--- src/rtl/fp_round_pkg.sv ---
package fp_round_pkg;

    typedef enum logic [1:0] {
        RM_NEAREST_EVEN = 2'b00,
        RM_TO_ZERO      = 2'b01,
        RM_TO_POS       = 2'b10,
        RM_TO_NEG       = 2'b11
    } round_mode_e;

endpackage

--- src/rtl/fp_round_decide.sv ---
// Chooses between truncation and a one-ulp increment.
module fp_round_decide
    import fp_round_pkg::*;
(
    input  logic [1:0] mode,
    input  logic       sign,
    input  logic       lsb,
    input  logic       rbit,
    input  logic       sbit,
    output logic       inc,
    output logic       inexact
);
    logic lost;
    assign lost    = rbit | sbit;
    assign inexact = lost;

    always_comb begin
        unique case (round_mode_e'(mode))
            RM_NEAREST_EVEN: inc = rbit & (sbit | lsb);
            RM_TO_ZERO:      inc = 1'b0;
            RM_TO_POS:       inc = lost & ~sign;
            RM_TO_NEG:       inc = lost & sign;
            default:         inc = 1'b0;
        endcase
    end
endmodule

--- src/rtl/fp_round_incr.sv ---
// Adds the rounding increment and renormalizes on carry-out.
module fp_round_incr #(
    parameter int FRAC_W = 23
) (
    input  logic [FRAC_W:0]   sig,
    input  logic              inc,
    output logic [FRAC_W-1:0] frac,
    output logic              carry
);
    localparam int SIG_W = FRAC_W + 1;

    logic [SIG_W:0] sum;
    assign sum   = {1'b0, sig} + {{SIG_W{1'b0}}, inc};
    assign carry = sum[SIG_W];
    // On carry the value is 10.000..0; shift right by one.
    assign frac  = carry ? sum[SIG_W-1:1] : sum[FRAC_W-1:0];
endmodule

--- src/rtl/fp_round_pack.sv ---
// Builds the output word and maps exponent saturation to infinity.
module fp_round_pack #(
    parameter int EXP_W  = 8,
    parameter int FRAC_W = 23
) (
    input  logic              sign,
    input  logic [EXP_W-1:0]  exp_in,
    input  logic [FRAC_W-1:0] frac,
    input  logic              carry,
    output logic [EXP_W+FRAC_W:0] word,
    output logic              ovf
);
    localparam int          EXP_MAX_I = (1 << EXP_W) - 1;
    localparam logic [EXP_W:0] EXP_MAX = EXP_MAX_I[EXP_W:0];

    logic [EXP_W:0] exp_sum;
    assign exp_sum = {1'b0, exp_in} + {{EXP_W{1'b0}}, carry};
    assign ovf     = carry && (exp_sum >= EXP_MAX);

    always_comb begin
        if (ovf) begin
            word = {sign, {EXP_W{1'b1}}, {FRAC_W{1'b0}}};
        end else begin
            word = {sign, exp_sum[EXP_W-1:0], frac};
        end
    end
endmodule

--- src/rtl/fp_round_unit.sv ---
module fp_round_unit #(
    parameter int EXP_W  = 8,
    parameter int FRAC_W = 23
) (
    input  logic                   clk,
    input  logic                   rst_n,
    input  logic                   in_valid,
    input  logic                   in_sign,
    input  logic [EXP_W-1:0]       in_exp,
    input  logic [FRAC_W:0]        in_sig,
    input  logic                   in_rbit,
    input  logic                   in_sbit,
    input  logic [1:0]             in_mode,
    output logic                   out_valid,
    output logic [EXP_W+FRAC_W:0]  out_word,
    output logic                   out_inexact,
    output logic                   out_overflow
);
    localparam int WORD_W = EXP_W + FRAC_W + 1;

    typedef struct packed {
        logic              valid;
        logic [WORD_W-1:0] word;
        logic              inexact;
        logic              overflow;
    } state_t;

    state_t st_d, st_q;

    logic              inc_w, inexact_w, carry_w, ovf_w;
    logic [FRAC_W-1:0] frac_w;
    logic [WORD_W-1:0] word_w;

    fp_round_decide u_decide (
        .mode    (in_mode),
        .sign    (in_sign),
        .lsb     (in_sig[0]),
        .rbit    (in_rbit),
        .sbit    (in_sbit),
        .inc     (inc_w),
        .inexact (inexact_w)
    );

    fp_round_incr #(.FRAC_W(FRAC_W)) u_incr (
        .sig   (in_sig),
        .inc   (inc_w),
        .frac  (frac_w),
        .carry (carry_w)
    );

    fp_round_pack #(.EXP_W(EXP_W), .FRAC_W(FRAC_W)) u_pack (
        .sign   (in_sign),
        .exp_in (in_exp),
        .frac   (frac_w),
        .carry  (carry_w),
        .word   (word_w),
        .ovf    (ovf_w)
    );

    always_comb begin
        st_d       = st_q;
        st_d.valid = in_valid;
        if (in_valid) begin
            st_d.word     = word_w;
            st_d.inexact  = inexact_w;
            st_d.overflow = ovf_w;
        end
    end

    always_ff @(posedge clk) begin
        if (!rst_n) begin
            st_q <= '0;
        end else begin
            st_q <= st_d;
        end
    end

    assign out_valid    = st_q.valid;
    assign out_word     = st_q.word;
    assign out_inexact  = st_q.inexact;
    assign out_overflow = st_q.overflow;
endmodule

--- config.mk ---
export PLATFORM = sky130hd
export DESIGN_NAME = fp_round_unit
export DESIGN_NICKNAME = d
export VERILOG_FILES = /design/src/rtl/fp_round_pkg.sv /design/src/rtl/fp_round_decide.sv /design/src/rtl/fp_round_incr.sv /design/src/rtl/fp_round_pack.sv /design/src/rtl/fp_round_unit.sv
export SDC_FILE = /design/constraint.sdc
export NUM_CORES = 1
export LEC_CHECK = 0
export BUFFER_PORTS_ARGS = -buffer_cell sky130_fd_sc_hd__buf_2
export CELL_PAD_IN_SITES_DETAIL_PLACEMENT = 1
export CELL_PAD_IN_SITES_GLOBAL_PLACEMENT = 2
export CORE_ASPECT_RATIO = 0.8
export CORE_MARGIN = 2
export CORE_UTILIZATION = 30
export CTS_CLUSTER_DIAMETER = 120
export DETAILED_ROUTE_END_ITERATION = 7
export GPL_TIMING_DRIVEN = 0
export HOLD_SLACK_MARGIN = 0.06
export PLACE_DENSITY = 0.85
export SLEW_MARGIN = 30
export SYNTH_ARGS = -nofsm -noshare
export SYNTH_HDL_FRONTEND = slang
export SYNTH_HIERARCHICAL = 1
export SYNTH_SLANG_ARGS = --single-unit
--- constraint.sdc ---
create_clock -name clk -period 4 [get_ports clk]
set_input_delay 0.2 -clock clk [delete_from_list [all_inputs] [get_ports clk]]
set_output_delay 0.2 -clock clk [all_outputs]
set_load 0.01 [all_outputs]
==> flow_metrics.py <==
metrics = {
    "power_and_ir_drop": {
        "sw_frac_of_total_pct": 28.35,
        "powerDensity_nw_per_um2": 297.9,
        "static_leakage_nw": 1.599,
        "vdd.ir_drop.worst_mv": 0.1447,
        "clk_pwr_share_pct": 38.8,
        "netSwitchingPower_mw": 0.2853,
        "power.total_mw": 1.007,
        "power_report.internal_total_mw": 0.7212,
        "seq_power_share_pct": 38.6,
        "comb_power_share_pct": 22.6,
    },
    "setup_path": {
        "setup.reg_to_reg.worst_slack_ns": 3.37,
        "cp_max_fo": 10,
        "timing.rr.end": "out_word[13]$_SDFFE_PN0P_",
        "worst_r2r_path_depth": 2,
        "setup.worst_path.start_class": "input port",
        "crit_start": "in_sign",
        "crit_arrival_ns": 3.74,
        "origin_of_the_critical_flop_to_flop_path": "out_word[13]$_SDFFE_PN0P_",
        "critical_path_class": "input port to flop",
        "critical_path.endpoint_type": "flop",
        "critPathRequiredTime_ns": 4.16,
    },
    "layout": {
        "layout.cells.most_common": "sky130_fd_sc_hd__buf_2",
        "layout.cells.most_common_list": "sky130_fd_sc_hd__buf_2, sky130_fd_sc_hd__nand2_1, sky130_fd_sc_hd__nor2b_1",
        "area_growth_pct": 24.02,
        "fillers": 1110,
        "stdcell_area_um2": 3378,
        "stdcell_count": 537,
        "drive_above_1_share_pct": 26.78,
        "final_nets": 467,
        "antennaDiodeCount": 0,
    },
    "floorplanning": {
        "floorplan.rows": 31,
        "design.die.area_um2": 9862,
        "io_count": 75,
        "coreArea_um2": 8921,
        "floorplan.die.height_um": 89.23,
        "die_w_um": 110.5,
        "initial_core_util_pct": 30.53,
    },
    "synth": {
        "synth_cells": 343,
        "synth_area_um2": 2724,
        "ys_top_cells_by_area": "sky130_fd_sc_hd__dfxtp_1, sky130_fd_sc_hd__mux2i_1, sky130_fd_sc_hd__nand2_1, sky130_fd_sc_hd__nor2b_1, sky130_fd_sc_hd__o22ai_1",
        "dominant_cell_type_by_area_after_synthesis": "sky130_fd_sc_hd__dfxtp_1",
        "synth.top_cell.area_share_pct": 25.72,
        "synth_edf_count": 0,
        "yosys_most_used_dff": "sky130_fd_sc_hd__dfxtp_1",
        "ys_seq_elements": 35,
        "synthDistinctLibCells": 48,
        "avgSynthCellArea_um2": 7.941,
        "ys_async_sr_fraction_pct": 0,
        "synth_seq_area_share_pct": 25.72,
        "synthesis.nets": 388,
        "yosysWarnings": 6,
    },
    "clock_tree": {
        "clk_path_buf_depth": 2,
        "cts_tree": "yes",
        "clock_insertion_delay_worst_skew_ns": 0.28,
        "tritoncts_num_sinks": 35,
        "post_cts_hold_buffer_count": 0,
        "htree_num_levels": 2,
        "total_cts_buffers": 5,
        "post_cts_resized": 0,
        "clockRootBuffer": "sky130_fd_sc_hd__clkbuf_16",
        "worst_setup_hold_path_clk_slew_ns": 0.06,
        "postCtsSetupRepairBufs": 0,
    },
    "routing": {
        "ant_nets_after_route": 0,
        "totalWireLength_mm": 8.318,
        "wl_per_cell_um": 15.49,
        "vias_per_cell": 5.093,
        "detail_route.iter0.violations": 114,
        "drc_errors": 0,
        "dr_total_vias": 2735,
        "dr.pass1.iters": 4,
    },
    "grt": {
        "grt_first_pass_wirelength_mm": 13.58,
        "grtUsageTotal_pct": 17.08,
        "globalRouteOverflowTotal": 0,
        "antenna_violations_before_repair": 0,
        "grt_start_max_net_pins": 11,
        "vias_in_the_first_global_route": 2769,
    },
    "place": {
        "globalplace.congestion": 0.8229,
        "dp_cells": 530,
        "pre_cts_ws_ns": 0.1113,
        "post-dp-hpwl_mm": 6.707,
        "placement.io_buffers": 72,
        "placed_cell_area_um2": 3234,
    },
    "worst_hold_path": {
        "min_delay_worst_endpoint": "out_overflow$_SDFFE_PN0P_",
        "hp-start": "rst_n",
        "worstHoldPathCells": 2,
        "hp-class": "input port to flop",
    },
    "timing": {
        "grt_setup_unrepaired": "no",
        "finalSetupViolations": 0,
        "post-route-period-util_pct": 89.40,
        "final.min_clock_period_ns": 3.576,
        "fmaxAchievable_mhz": 279.6,
        "timing.final.ws_setup_ns": 0.4241,
        "fin_setup_tns_ns": 0,
        "transition_time_of_the_tightest_slew_check_pin_ns": 0.8213,
        "hold_viol": 0,
        "worst_clock_skew_ns": 0,
        "max-slew-margin-rel_pct": 44.83,
        "report.final.slew_viol_count": 0,
    },
    "job": {
        "drv.max_cap_violation_count": 0,
    },
    "run_status": {
        "status": "complete, no violations",
    },
}
==> power groups by stage <==
stage               sequential, mW  combinational [mW]  clock [mW]
floorplan                    0.405               0.127           0
detailed placement           0.396               0.229           0
CTS                          0.389               0.230       0.398
finish                       0.388               0.227       0.391
global placement             0.396               0.223           0
global route                 0.392               0.253       0.415
==> logic make-up (layout without fill, tap and decap cells) <==
logic type                 Yosys count  after routing  share of synthesized area (%)
and+or+nand+nor                    182            182                          35.92
AOI/OAI and AO/OA                   44             44                          10.24
muxes                               38             38                          14.15
DFF                                 35             35                          25.72
buffers and inverters               22            101                          6.201
xor gates and xnor gates            17             17                          5.467
adders and majority gates            5              5                          2.297
==> flip-flops by register name, indices dropped and copies added (netlist names) <==
name / cells
out_word: 32
out_overflow: 1
out_valid: 1
out_inexact: 1
==> per-layer routing <==
layer | global-route usage (%) | vias up | part of all wire, %
met5 | 0 | - | 0
met4 | 2.841 | 0 | 0.50
met3 | 3.797 | 4 | 5.8
met2 | 28.17 | 66 | 44
met1 | 23.55 | 1295 | 50
li1 | - | 1370 | -
==> layout make-up <==
cell class / instances / area, um2 / share of cell area (%)
Inverter: 2 / 7.507 / 0.2222
Clock inverter: 1 / 5.005 / 0.1481
Multi-Input combinational cell: 286 / 1861 / 55.07
Clock buffer: 6 / 138.9 / 4.111
Tap cell: 115 / 143.9 / 4.259
Buffer: 20 / 161.4 / 4.778
Sequential cell: 35 / 700.7 / 20.74
Timing Repair Buffer: 72 / 360.3 / 10.67
==> worst max-delay path: stages <==
cell and delay, ns:
sky130_fd_sc_hd__buf_2 0.13, sky130_fd_sc_hd__nand2_2 0.06, sky130_fd_sc_hd__xnor2_1 0.13, sky130_fd_sc_hd__nor3_2 0.18
sky130_fd_sc_hd__ha_1 0.23, sky130_fd_sc_hd__ha_1 0.24, sky130_fd_sc_hd__nand4_1 0.27, sky130_fd_sc_hd__nor4_2 0.64
sky130_fd_sc_hd__ha_1 0.25, sky130_fd_sc_hd__ha_1 0.26, sky130_fd_sc_hd__xor2_1 0.22, sky130_fd_sc_hd__nand4_1 0.19
sky130_fd_sc_hd__nor2_4 0.24, sky130_fd_sc_hd__buf_6 0.17, sky130_fd_sc_hd__o22ai_1 0.11, sky130_fd_sc_hd__mux2i_1 0.15
sky130_fd_sc_hd__nor2b_1 0.06
==> stage by stage <==
step	utilization, %	hold slack, ns
after global routing	37.87	0.2572
final	37.87	0.2491
after detailed placement	36.26	0.5036
after floorplan	-	0.3282
after global placement	36.19	0.4905
after CTS	37.87	0.2489
==> worst max path at each step <==
stage	cells past startpoint	slack (ns)	to
global route	17	0.1	out_word[16]$_SDFFE_PN0P_
floorplan	16	0.76	out_word[10]$_SDFFE_PN0P_
CTS	17	0.39	out_word[16]$_SDFFE_PN0P_
detailed placement	17	0.11	out_word[16]$_SDFFE_PN0P_
finish	17	0.42	out_word[8]$_SDFFE_PN0P_
global placement	17	-0.17	out_word[16]$_SDFFE_PN0P_
==> cell usage after synthesis (6+ instances only) <==
| cell type | number |
|---|---|
| sky130_fd_sc_hd__nand2_1 | 67 |
| sky130_fd_sc_hd__nor2b_1 | 37 |
| sky130_fd_sc_hd__dfxtp_1 | 35 |
| sky130_fd_sc_hd__mux2i_1 | 34 |
| sky130_fd_sc_hd__o22ai_1 | 23 |
| sky130_fd_sc_hd__nand3_1 | 14 |
| sky130_fd_sc_hd__nand4_1 | 12 |
| sky130_fd_sc_hd__nor2_1 | 11 |
| sky130_fd_sc_hd__buf_2 | 9 |
| sky130_fd_sc_hd__xor2_1 | 9 |
| sky130_fd_sc_hd__xnor2_1 | 8 |
| sky130_fd_sc_hd__and3_1 | 6 |
(Power assumes the default switching activity.)
